[config.mk]
export PLATFORM = sky130hd
export DESIGN_NAME = dma_bus_master
export DESIGN_NICKNAME = d
export VERILOG_FILES = /design/src/rtl/dma_pkg.sv /design/src/rtl/dma_page_guard.sv /design/src/rtl/dma_mover.sv /design/src/rtl/dma_regfile.sv /design/src/rtl/dma_bus_master.sv
export SDC_FILE = /design/constraint.sdc
export NUM_CORES = 1
export LEC_CHECK = 0
export BUFFER_PORTS_ARGS = -buffer_cell sky130_fd_sc_hd__buf_2
export CAP_MARGIN = 20
export CORE_AREA = 2 2 111 113
export CTS_BUF_LIST = sky130_fd_sc_hd__clkbuf_4 sky130_fd_sc_hd__clkbuf_8 sky130_fd_sc_hd__clkbuf_16
export CTS_CLUSTER_SIZE = 24
export DETAILED_ROUTE_END_ITERATION = 10
export DIE_AREA = 0 0 113 115
export PLACE_DENSITY_LB_ADDON = 0.15
export REMOVE_ABC_BUFFERS = 1
export SLEW_MARGIN = 20
export SYNTH_ARGS = -nofsm -noshare
export SYNTH_HDL_FRONTEND = slang
export SYNTH_SLANG_ARGS = --single-unit
[constraint.sdc]
create_clock -name clk -period 7.3 [get_ports clk]
set_input_delay 1.46 -clock clk [delete_from_list [all_inputs] [get_ports clk]]
set_output_delay 1.46 -clock clk [all_outputs]
set_load 0.01 [all_outputs]
[src/rtl/dma_pkg.sv]
package dma_pkg;
  typedef enum logic [1:0] {
    MV_IDLE = 2'd0,
    MV_REQ  = 2'd1,
    MV_XFER = 2'd2
  } mv_state_t;

  localparam logic [1:0] SEL_ADDR   = 2'd0;
  localparam logic [1:0] SEL_COUNT  = 2'd1;
  localparam logic [1:0] SEL_CTRL   = 2'd2;
  localparam logic [1:0] SEL_NEXT   = 2'd3;

  localparam int ST_BUSY = 0;
  localparam int ST_DONE = 1;
  localparam int ST_ERR  = 2;
endpackage

[src/rtl/dma_page_guard.sv]
// Decides whether a programmed job may start: non-zero count, word aligned,
// and contained in a single page.
module dma_page_guard #(
  parameter int ADDR_W    = 32,
  parameter int CNT_W     = 16,
  parameter int DATA_W    = 32,
  parameter int PAGE_BITS = 12
) (
  input  logic [ADDR_W-1:0] start_addr,
  input  logic [CNT_W-1:0]  word_cnt,
  output logic              cfg_ok
);
  localparam int ASHIFT = $clog2(DATA_W / 8);
  localparam int SUM_W  = PAGE_BITS + CNT_W + ASHIFT + 1;
  localparam logic [SUM_W-1:0] PAGE_SIZE = SUM_W'(1) << PAGE_BITS;

  logic [SUM_W-1:0] end_off;
  logic             align_ok;
  logic             fits;

  assign end_off = SUM_W'(start_addr[PAGE_BITS-1:0]) + (SUM_W'(word_cnt) << ASHIFT);
  assign fits    = (end_off <= PAGE_SIZE);

  generate
    if (ASHIFT > 0) begin : g_align
      assign align_ok = (start_addr[ASHIFT-1:0] == '0);
    end else begin : g_noalign
      assign align_ok = 1'b1;
    end
  endgenerate

  assign cfg_ok = fits && align_ok && (word_cnt != '0);
endmodule

[src/rtl/dma_mover.sv]
// Bus ownership and word movement: request, wait for grant, stream words.
module dma_mover
  import dma_pkg::*;
#(
  parameter int ADDR_W = 32,
  parameter int CNT_W  = 16,
  parameter int DATA_W = 32
) (
  input  logic              clk,
  input  logic              rst_n,
  input  logic              start,
  input  logic [ADDR_W-1:0] base_addr,
  input  logic [CNT_W-1:0]  word_cnt,
  input  logic              bus_grant,
  output logic              bus_req,
  input  logic              src_valid,
  output logic              src_ready,
  output logic              wr_valid,
  input  logic              wr_ready,
  output logic [ADDR_W-1:0] wr_addr,
  output logic              busy,
  output logic              fin,
  output logic              abort
);
  localparam logic [ADDR_W-1:0] STEP = ADDR_W'(DATA_W / 8);

  mv_state_t         state;
  logic [ADDR_W-1:0] cur_addr;
  logic [CNT_W-1:0]  left;
  logic              owning;
  logic              fire;

  assign owning    = (state == MV_XFER) && bus_grant;
  assign wr_valid  = owning && src_valid;
  assign src_ready = owning && wr_ready;
  assign fire      = owning && src_valid && wr_ready;
  assign bus_req   = (state != MV_IDLE);
  assign busy      = bus_req;
  assign wr_addr   = cur_addr;
  assign fin       = fire && (left == CNT_W'(1));
  assign abort     = (state == MV_XFER) && !bus_grant;

  always_ff @(posedge clk) begin
    if (!rst_n) begin
      state    <= MV_IDLE;
      cur_addr <= '0;
      left     <= '0;
    end else begin
      case (state)
        MV_IDLE: begin
          if (start) begin
            cur_addr <= base_addr;
            left     <= word_cnt;
            state    <= MV_REQ;
          end
        end
        MV_REQ: begin
          if (bus_grant) state <= MV_XFER;
        end
        MV_XFER: begin
          if (!bus_grant) begin
            state <= MV_IDLE;
          end else if (fire) begin
            cur_addr <= cur_addr + STEP;
            left     <= left - CNT_W'(1);
            if (left == CNT_W'(1)) state <= MV_IDLE;
          end
        end
        default: state <= MV_IDLE;
      endcase
    end
  end
endmodule

[src/rtl/dma_regfile.sv]
// Software-visible configuration, launch decode and status flags.
module dma_regfile
  import dma_pkg::*;
#(
  parameter int ADDR_W = 32,
  parameter int CNT_W  = 16,
  parameter int DATA_W = 32
) (
  input  logic              clk,
  input  logic              rst_n,
  input  logic              reg_wr,
  input  logic [1:0]        reg_sel,
  input  logic [DATA_W-1:0] reg_wdata,
  output logic [DATA_W-1:0] reg_rdata,
  input  logic              cfg_ok,
  input  logic              busy,
  input  logic              fin,
  input  logic              abort,
  input  logic [ADDR_W-1:0] next_addr,
  output logic [ADDR_W-1:0] cfg_addr,
  output logic [CNT_W-1:0]  cfg_count,
  output logic              start,
  output logic              done_flag,
  output logic              err_flag
);
  logic ctl_wr;
  logic go;
  logic reject;

  assign ctl_wr = reg_wr && (reg_sel == SEL_CTRL);
  assign go     = ctl_wr && reg_wdata[0] && !busy;
  assign start  = go && cfg_ok;
  assign reject = go && !cfg_ok;

  always_ff @(posedge clk) begin
    if (!rst_n) begin
      cfg_addr  <= '0;
      cfg_count <= '0;
    end else if (reg_wr) begin
      if (reg_sel == SEL_ADDR)  cfg_addr  <= reg_wdata[ADDR_W-1:0];
      if (reg_sel == SEL_COUNT) cfg_count <= reg_wdata[CNT_W-1:0];
    end
  end

  // Clear on control write first; a set event in the same cycle wins.
  always_ff @(posedge clk) begin
    if (!rst_n) begin
      done_flag <= 1'b0;
      err_flag  <= 1'b0;
    end else begin
      if (ctl_wr) begin
        done_flag <= 1'b0;
        err_flag  <= 1'b0;
      end
      if (fin) done_flag <= 1'b1;
      if (abort || reject) err_flag <= 1'b1;
    end
  end

  always_comb begin
    reg_rdata = '0;
    case (reg_sel)
      SEL_ADDR:  reg_rdata = DATA_W'(cfg_addr);
      SEL_COUNT: reg_rdata = DATA_W'(cfg_count);
      SEL_CTRL: begin
        reg_rdata[ST_BUSY] = busy;
        reg_rdata[ST_DONE] = done_flag;
        reg_rdata[ST_ERR]  = err_flag;
      end
      default:   reg_rdata = DATA_W'(next_addr);
    endcase
  end
endmodule

[src/rtl/dma_bus_master.sv]
module dma_bus_master #(
  parameter int ADDR_W    = 32,
  parameter int CNT_W     = 16,
  parameter int DATA_W    = 32,
  parameter int PAGE_BITS = 12
) (
  input  logic              clk,
  input  logic              rst_n,
  input  logic              reg_wr,
  input  logic [1:0]        reg_sel,
  input  logic [DATA_W-1:0] reg_wdata,
  output logic [DATA_W-1:0] reg_rdata,
  input  logic              src_valid,
  input  logic [DATA_W-1:0] src_data,
  output logic              src_ready,
  output logic              bus_req,
  input  logic              bus_grant,
  output logic              mem_wr_valid,
  input  logic              mem_wr_ready,
  output logic [ADDR_W-1:0] mem_wr_addr,
  output logic [DATA_W-1:0] mem_wr_data,
  output logic              irq
);
  logic [ADDR_W-1:0] cfg_addr;
  logic [CNT_W-1:0]  cfg_count;
  logic              cfg_ok;
  logic              mv_start;
  logic              mv_busy;
  logic              mv_fin;
  logic              mv_abort;
  logic              done_flag;
  logic              err_flag;

  dma_regfile #(.ADDR_W(ADDR_W), .CNT_W(CNT_W), .DATA_W(DATA_W)) u_regs (
    .clk(clk), .rst_n(rst_n), .reg_wr(reg_wr), .reg_sel(reg_sel),
    .reg_wdata(reg_wdata), .reg_rdata(reg_rdata), .cfg_ok(cfg_ok),
    .busy(mv_busy), .fin(mv_fin), .abort(mv_abort), .next_addr(mem_wr_addr),
    .cfg_addr(cfg_addr), .cfg_count(cfg_count), .start(mv_start),
    .done_flag(done_flag), .err_flag(err_flag)
  );

  dma_page_guard #(.ADDR_W(ADDR_W), .CNT_W(CNT_W), .DATA_W(DATA_W),
                   .PAGE_BITS(PAGE_BITS)) u_guard (
    .start_addr(cfg_addr), .word_cnt(cfg_count), .cfg_ok(cfg_ok)
  );

  dma_mover #(.ADDR_W(ADDR_W), .CNT_W(CNT_W), .DATA_W(DATA_W)) u_mover (
    .clk(clk), .rst_n(rst_n), .start(mv_start), .base_addr(cfg_addr),
    .word_cnt(cfg_count), .bus_grant(bus_grant), .bus_req(bus_req),
    .src_valid(src_valid), .src_ready(src_ready), .wr_valid(mem_wr_valid),
    .wr_ready(mem_wr_ready), .wr_addr(mem_wr_addr), .busy(mv_busy),
    .fin(mv_fin), .abort(mv_abort)
  );

  assign mem_wr_data = src_data;
  assign irq         = done_flag || err_flag;
endmodule

==> metrics.md, run 1 <==
| Metric | Value |
|---|---|
| Outcome | finished with violations |
| Failing checks | DRC |
| Clock Skew | 0.00974 ns |
| FF-to-FF Start | u_regs.cfg_count[7]$_SDFFE_PN0P_ |
| Initial antenna violation count | 0 |
| Num rows | 40 |
| Synthesis-stage register bit count | 100 |
| Post-synthesis sequential area ratio | 0.317 |
| Commonest non-fill, non-tap cells in the layout | nand2_1 (201), buf_2 (106), dfxtp_1 (100) |
| Clock sink count | 100 |
| Post-synth top area share | 0.317 |
| Hold buffers post-CTS | 0 |
| Worst Path Arrival | 3.17 ns |
| Total gr overflow | 0 |
| Reg-to-reg slack, setup | 3.39 ns |
| Die ar. | 13,000 sq um |
| Gpl congestion | 0.877 |
| Number of flops mapped to enable cells by yosys | 0 |
| CTS Buffer Depth | 2 |
| WL/cell | 19.6 um |
| WP depth | 6 |
| Clk root buf | clkbuf_16 |
| Slowest-stage cell, CP | and2_1 |
| Final non-filler cell total | 1,030 |
| Setup crit end | reg_rdata[10] |
| Final ANT Viol Nets | 0 |
| Final min period | 4.63 ns |
| Largest net degree at the start of global routing | 125 |
| Post-cts resize count | 0 |
| P_leak | 2.84 nW |
| R2R cell count | 10 |
| Clock-pin slew on the worst setup and hold paths | 0.07 ns |
| Fill cells | 1,135 |
| Max-slew violations | 0 |
| Vias in the first global route | 5,761 |
| Final period util | 0.634 |
| HP Class | reg -> reg |
| Most common cell after layout, fill and taps aside | nand2_1 |
| Share of flip-flops with an asynchronous set or reset | 0 |
| IO Pins | 172 |
| Top cell by count, worst path | buf_2 |
| Max_cap viols | 0 |
| Top area cells in the synthesized netlist | dfxtp_1 (32%), nand2_1 (12%), a21boi_0 (6.1%) |
| Syn Std Cell Area | 6310 sq um |
| Worst Setup SP | reg_sel[0] |
| CTS Buf Count | 9 |
| PwrDens | 169 nW/um^2 |
| Worst path buffer plus inverter count | 3 |
| Inserted Diodes | 0 |
| Port Buffers | 107 |
| Synth unique cells | 59 |
| Clk Latency, worst-skew pair | 0.35 ns |
| Post-CTS setup buffers | 0 |
| Layout cells sized above 1 | 0.182 |
| Via Count | 6,411 |
| Syn avg cell area | 7.44 sq um |
| H-tree levels | 3 |
| Crit path kind | in -> out |
| RSZ-0062 raised after global routing | false |
| Detailed Routing Iterations Pass 1 | 8 |
| Worst slew margin | 0.445 |
| Area leader, netlist | dfxtp_1 |
| Crit start category | input pin |
| Fmax | 216 MHz |
| Die X | 113 um |
| Setup TNS | 0 ns |
| CP top delay family | buffers and inverters |
| Final Setup Violations | 0 |
| 1st-iter DRT viols | 543 |
| Fin. Hold Viols | 0 |
| Maximum vdd drop | 0.110 mV |
| CP Max Fanout | 21 |
| First-pass GRT wire length | 31,700 um |
| Worst Tran Pin Value | 0.826 ns |
| Post-route DRC | 5 |
| Synthesis Warnings | 0 |
| DP Cell Count | 1,014 |
| Worst path required time | 5.84 ns |
| Fin nets | 964 |
| GR Util All Layers | 0.310 |
| Register area | 2000 sq um |
| Gate count of the mapped netlist | 849 |
| Reg-to-Reg End | u_mover.left[11]$_SDFFE_PN0P_ |
| Area Growth Syn to Fin | 9.20% |
| DP HPWL | 13,800 um |
| Final wirelength | 20,200 um |
| Core area | 11,800 sq um |
| Max incr delay on CP | 0.52 ns |
| CTS tree | yes |
| Starting Density | 0.535 |
| Vias per cell | 6.22 |
| Critical Path, Cell by Cell | buf_2 > and2_1 > buf_4 > nand2_1 > o21ai_0 > buf_2 |
| Ys flop type | dfxtp_1 |
| Die Height | 115 um |
| Area occupied by multi-input gates | 3790 sq um |
| CP Capture Type | primary output |
==> registers in the layout, indices dropped and copies added (netlist names) <==
register and flops:
u_regs.done_flag 1, u_regs.cfg_addr 32, u_mover.left 16, u_mover.wr_addr 32
u_regs.cfg_count 16, u_regs.err_flag 1, u_mover.state 2
==> routing by layer <==
layer  wire [um]  vias up  track usage
li1            -     3051            -
met1        8870     3054        0.426
met2        8990      276        0.468
met3        1850       30       0.0865
met4         452        0        0.105
met5           0        -       0.0407
==> synth_stat cells, drive strengths merged (15+ instances only) <==
master  count
o221a      15
dfxtp     100
nand3      22
a22o       16
nand2     201
nor2       60
o21ai      33
a21oi      43
a21boi     53
clkbuf     54
mux2i      16
o31ai      19
buf        43
o22ai      19
==> final cells by class <==
cell class                 instances  share of cell area
tap                              147              0.0267
inverter                           8             0.00436
multi-input combinational        644               0.550
sequential                       100               0.290
clock buffer                      13              0.0379
clock inverter                     3             0.00309
timing repair buffer             115              0.0873
==> logic make-up (layout without fill, tap and decap cells) <==
group,Yosys count,count (layout),share of synthesized area
AO/OA/AOI/OAI,247,247,0.275
XOR/XNOR,8,8,0.0111
adder cells (fa/ha/maj),14,14,0.0289
buffers and inverters,105,139,0.0838
flip-flops,100,100,0.317
multiplexers,19,19,0.0361
AND/OR/NAND/NOR,356,356,0.248
==> worst min-delay path, stage by stage, from the launching register on <==
cell and delay, ns:
dfxtp_1 0.32, nand2_1 0.05, a21boi_1 0.05
==> report_power, final <==
group | internal [mW] | total (mW) | switching, mW
combinational | 0.0509 | 0.127 | 0.0764
sequential | 0.557 | 0.574 | 0.0170
clock | 0.253 | 0.461 | 0.208
total | 0.861 | 1.16 | 0.301
==> metrics by stage <==
stage / util / cell area [sq um] / setup slack [ns] / power, mW / hold slack [ns]
after detailed placement: 0.559 / 6610 / 2.71 / 0.712 / 0.465
after global placement: 0.559 / 6610 / 2.76 / 0.708 / 0.456
after floorplan: - / 5810 / 2.84 / 0.653 / 0.444
after global routing: 0.584 / 6890 / 2.55 / 1.20 / 0.505
final: 0.584 / 6890 / 2.67 / 1.16 / 0.471
after CTS: 0.583 / 6890 / 2.71 / 1.17 / 0.478
==> how the worst min path moves through the flow <==
stage / depth (start not counted) / slack [ns] / endpoint / start
CTS: 2 / 0.48 / u_mover.left[11]$_SDFFE_PN0P_ / u_mover.left[11]$_SDFFE_PN0P_
global placement: 2 / 0.46 / u_mover.left[1]$_SDFFE_PN0P_ / u_mover.left[1]$_SDFFE_PN0P_
global route: 2 / 0.50 / u_mover.left[1]$_SDFFE_PN0P_ / u_mover.left[1]$_SDFFE_PN0P_
finish: 2 / 0.47 / u_mover.left[11]$_SDFFE_PN0P_ / u_mover.left[11]$_SDFFE_PN0P_
floorplan: 2 / 0.44 / u_mover.left[1]$_SDFFE_PN0P_ / u_mover.left[1]$_SDFFE_PN0P_
detailed placement: 2 / 0.47 / u_mover.left[11]$_SDFFE_PN0P_ / u_mover.left[11]$_SDFFE_PN0P_
No activity file was read; power rests on OpenSTA's default activity.
==> run 2, diff against run 1 <==
Settings changed: CORE_AREA 2 2 111 113 to 2 2 118 120, DIE_AREA 0 0 113 115 to 0 0 120 122.
Clock period 7.3 ns to 4.1 ns, I/O delays scaled along.
==> run 2 against run 1 <==
Net effect: the flow now finishes without violations; final area rose by 1.7%; sequential share of layout area fell by 0.49 points; die area rose by 13%; register-to-register slack got worse by 2.9 ns; power up 81%.
==> metrics.md, run 2 (synthesis gave the netlist of run 1 again) <==
| Metric | Value |
|---|---|
| Die ar. | 14,600 sq um |
| CTS Buf Count | 9 |
| Max_cap viols | 0 |
| Core area | 13,500 sq um |
| DP HPWL | 14,400 um |
| Hold Worst Slack | 0.483 ns |
| Via Count | 6,486 |
| WHS Path Cells | 2 |
| Starting Density | 0.468 |
| Crit path kind | reg -> reg |
| Fin. Hold Viols | 0 |
| Final Setup Violations | 0 |
| Worst Path Arrival | 3.87 ns |
| Post-cts resize count | 0 |
| Total gr overflow | 0 |
| Final non-filler cell total | 1,070 |
| Initial antenna violation count | 0 |
| Final wirelength | 20,900 um |
| Detailed Routing Iterations Pass 1 | 5 |
| Crit start category | register |
| CP Capture Type | register |
| Vias per cell | 6.06 |
| Commonest non-fill, non-tap cells in the layout | nand2_1 (201), buf_2 (106), dfxtp_1 (100) |
| Clk Latency, worst-skew pair | 0.36 ns |
| Worst slack at placement | 0.527 ns |
| RSZ-0062 raised after global routing | false |
| Max-slew violations | 0 |
| Fmax | 277 MHz |
| Tot Pwr | 2.10 mW |
| Hold endpoint | u_mover.left[11]$_SDFFE_PN0P_ |
| Final worst slack | 0.488 ns |
| CTS tree | yes |
| Clock Skew | 0.00985 ns |
| FF-to-FF Start | u_regs.cfg_count[0]$_SDFFE_PN0P_ |
| Worst Tran Pin Value | 1.07 ns |
| Post-CTS setup buffers | 0 |
| Most common cell after layout, fill and taps aside | nand2_1 |
| IO Pins | 172 |
| HP Class | reg -> reg |
| Port Buffers | 107 |
| Slowest-stage cell, CP | or4b_1 |
| Hold buffers post-CTS | 0 |
| Worst path required time | 4.35 ns |
| Die X | 120 um |
| R2R cell count | 11 |
| Area Growth Syn to Fin | 11.1% |
| Die Height | 122 um |
| Clk root buf | clkbuf_16 |
| Maximum vdd drop | 0.256 mV |
| Inserted Diodes | 0 |
| Largest net degree at the start of global routing | 125 |
| Worst Setup SP | u_regs.cfg_count[0]$_SDFFE_PN0P_ |
| Placed cell area | 6720 sq um |
| Worst slew margin | 0.289 |
| Max incr delay on CP | 0.48 ns |
| DP Cell Count | 1,055 |
| Critical Path, Cell by Cell | ha_1 > fa_1 > a21o_1 > a21oi_1 > a2bb2oi_1 > o21ai_0 > o41ai_1 > or4b_1 > o21a_2 > buf_4 > o221a_2 |
| Setup TNS | 0 ns |
| Vias in the first global route | 6,033 |
| Reg-to-Reg End | u_mover.wr_addr[24]$_SDFFE_PN0P_ |
| Clock-pin slew on the worst setup and hold paths | 0.07 ns |
| Reg-to-reg slack, setup | 0.49 ns |
| Gpl congestion | 0.956 |
| HP Start | u_mover.left[11]$_SDFFE_PN0P_ |
| Num rows | 43 |
| Clock sink count | 100 |
| 1st-iter DRT viols | 600 |
| PwrDens | 299 nW/um^2 |
| Final min period | 3.61 ns |
| Post-route DRC | 0 |
| GR Util All Layers | 0.286 |
| Final period util | 0.881 |
| First-pass GRT wire length | 32,700 um |
| Layout cells sized above 1 | 0.189 |
| WL/cell | 19.5 um |
| Outcome | finished clean |
| CP Max Fanout | 25 |
| P_leak | 2.89 nW |
| Layout Cell Area excl Fill | 7010 sq um |
| Fin nets | 972 |
| H-tree levels | 3 |
| Final ANT Viol Nets | 0 |
| Fin util | 0.519 |
| CTS Buffer Depth | 2 |
[run 2: where the power goes]
part           leakage (nW)  internal, mW  total (mW)  switching [mW]
Combinational          1.94        0.0945       0.235           0.140
Clock                 0.141         0.458       0.843           0.384
Sequential            0.809         0.992        1.02          0.0291
Total                  2.89          1.55        2.10           0.554
[run 2: worst max-delay path: cells and delay by family (launching register included)]
family,cells,cell delay (ns)
compound gates,7,1.69
fa+ha+maj,2,0.65
simple gates,1,0.48
flops,1,0.38
buf+inv,1,0.29
[run 2: how the worst max path moves through the flow]
stage | to | slack, ns | depth (start not counted)
2_1_floorplan | u_mover.left[11]$_SDFFE_PN0P_ | -0.36 | 6
6_report | u_mover.wr_addr[24]$_SDFFE_PN0P_ | 0.49 | 11
3_3_place_gp | u_mover.wr_addr[26]$_SDFFE_PN0P_ | 0.59 | 10
3_5_place_dp | u_mover.left[13]$_SDFFE_PN0P_ | 0.53 | 11
4_1_cts | u_mover.wr_addr[23]$_SDFFE_PN0P_ | 0.51 | 11
5_1_grt | u_mover.wr_addr[28]$_SDFFE_PN0P_ | 0.28 | 12
[run 2: cell type report]
class                   count  area [sq um]
repair buffers            123           674
multi-input cells         644          3790
well taps                 180           225
flip-flops and latches    100          2000
fillers                  1343          6490
clock inverters             3          21.3
inverters                   8          30.0
clock buffers              12           267
[run 2: routing by layer]
layer / vias to the layer above / routed length, um / GRT usage
met4: 0 / 336 / 0.0728
met2: 294 / 9500 / 0.451
met5: - / 0 / 0.0174
met3: 26 / 2000 / 0.104
li1: 3058 / - / -
met1: 3108 / 9020 / 0.371
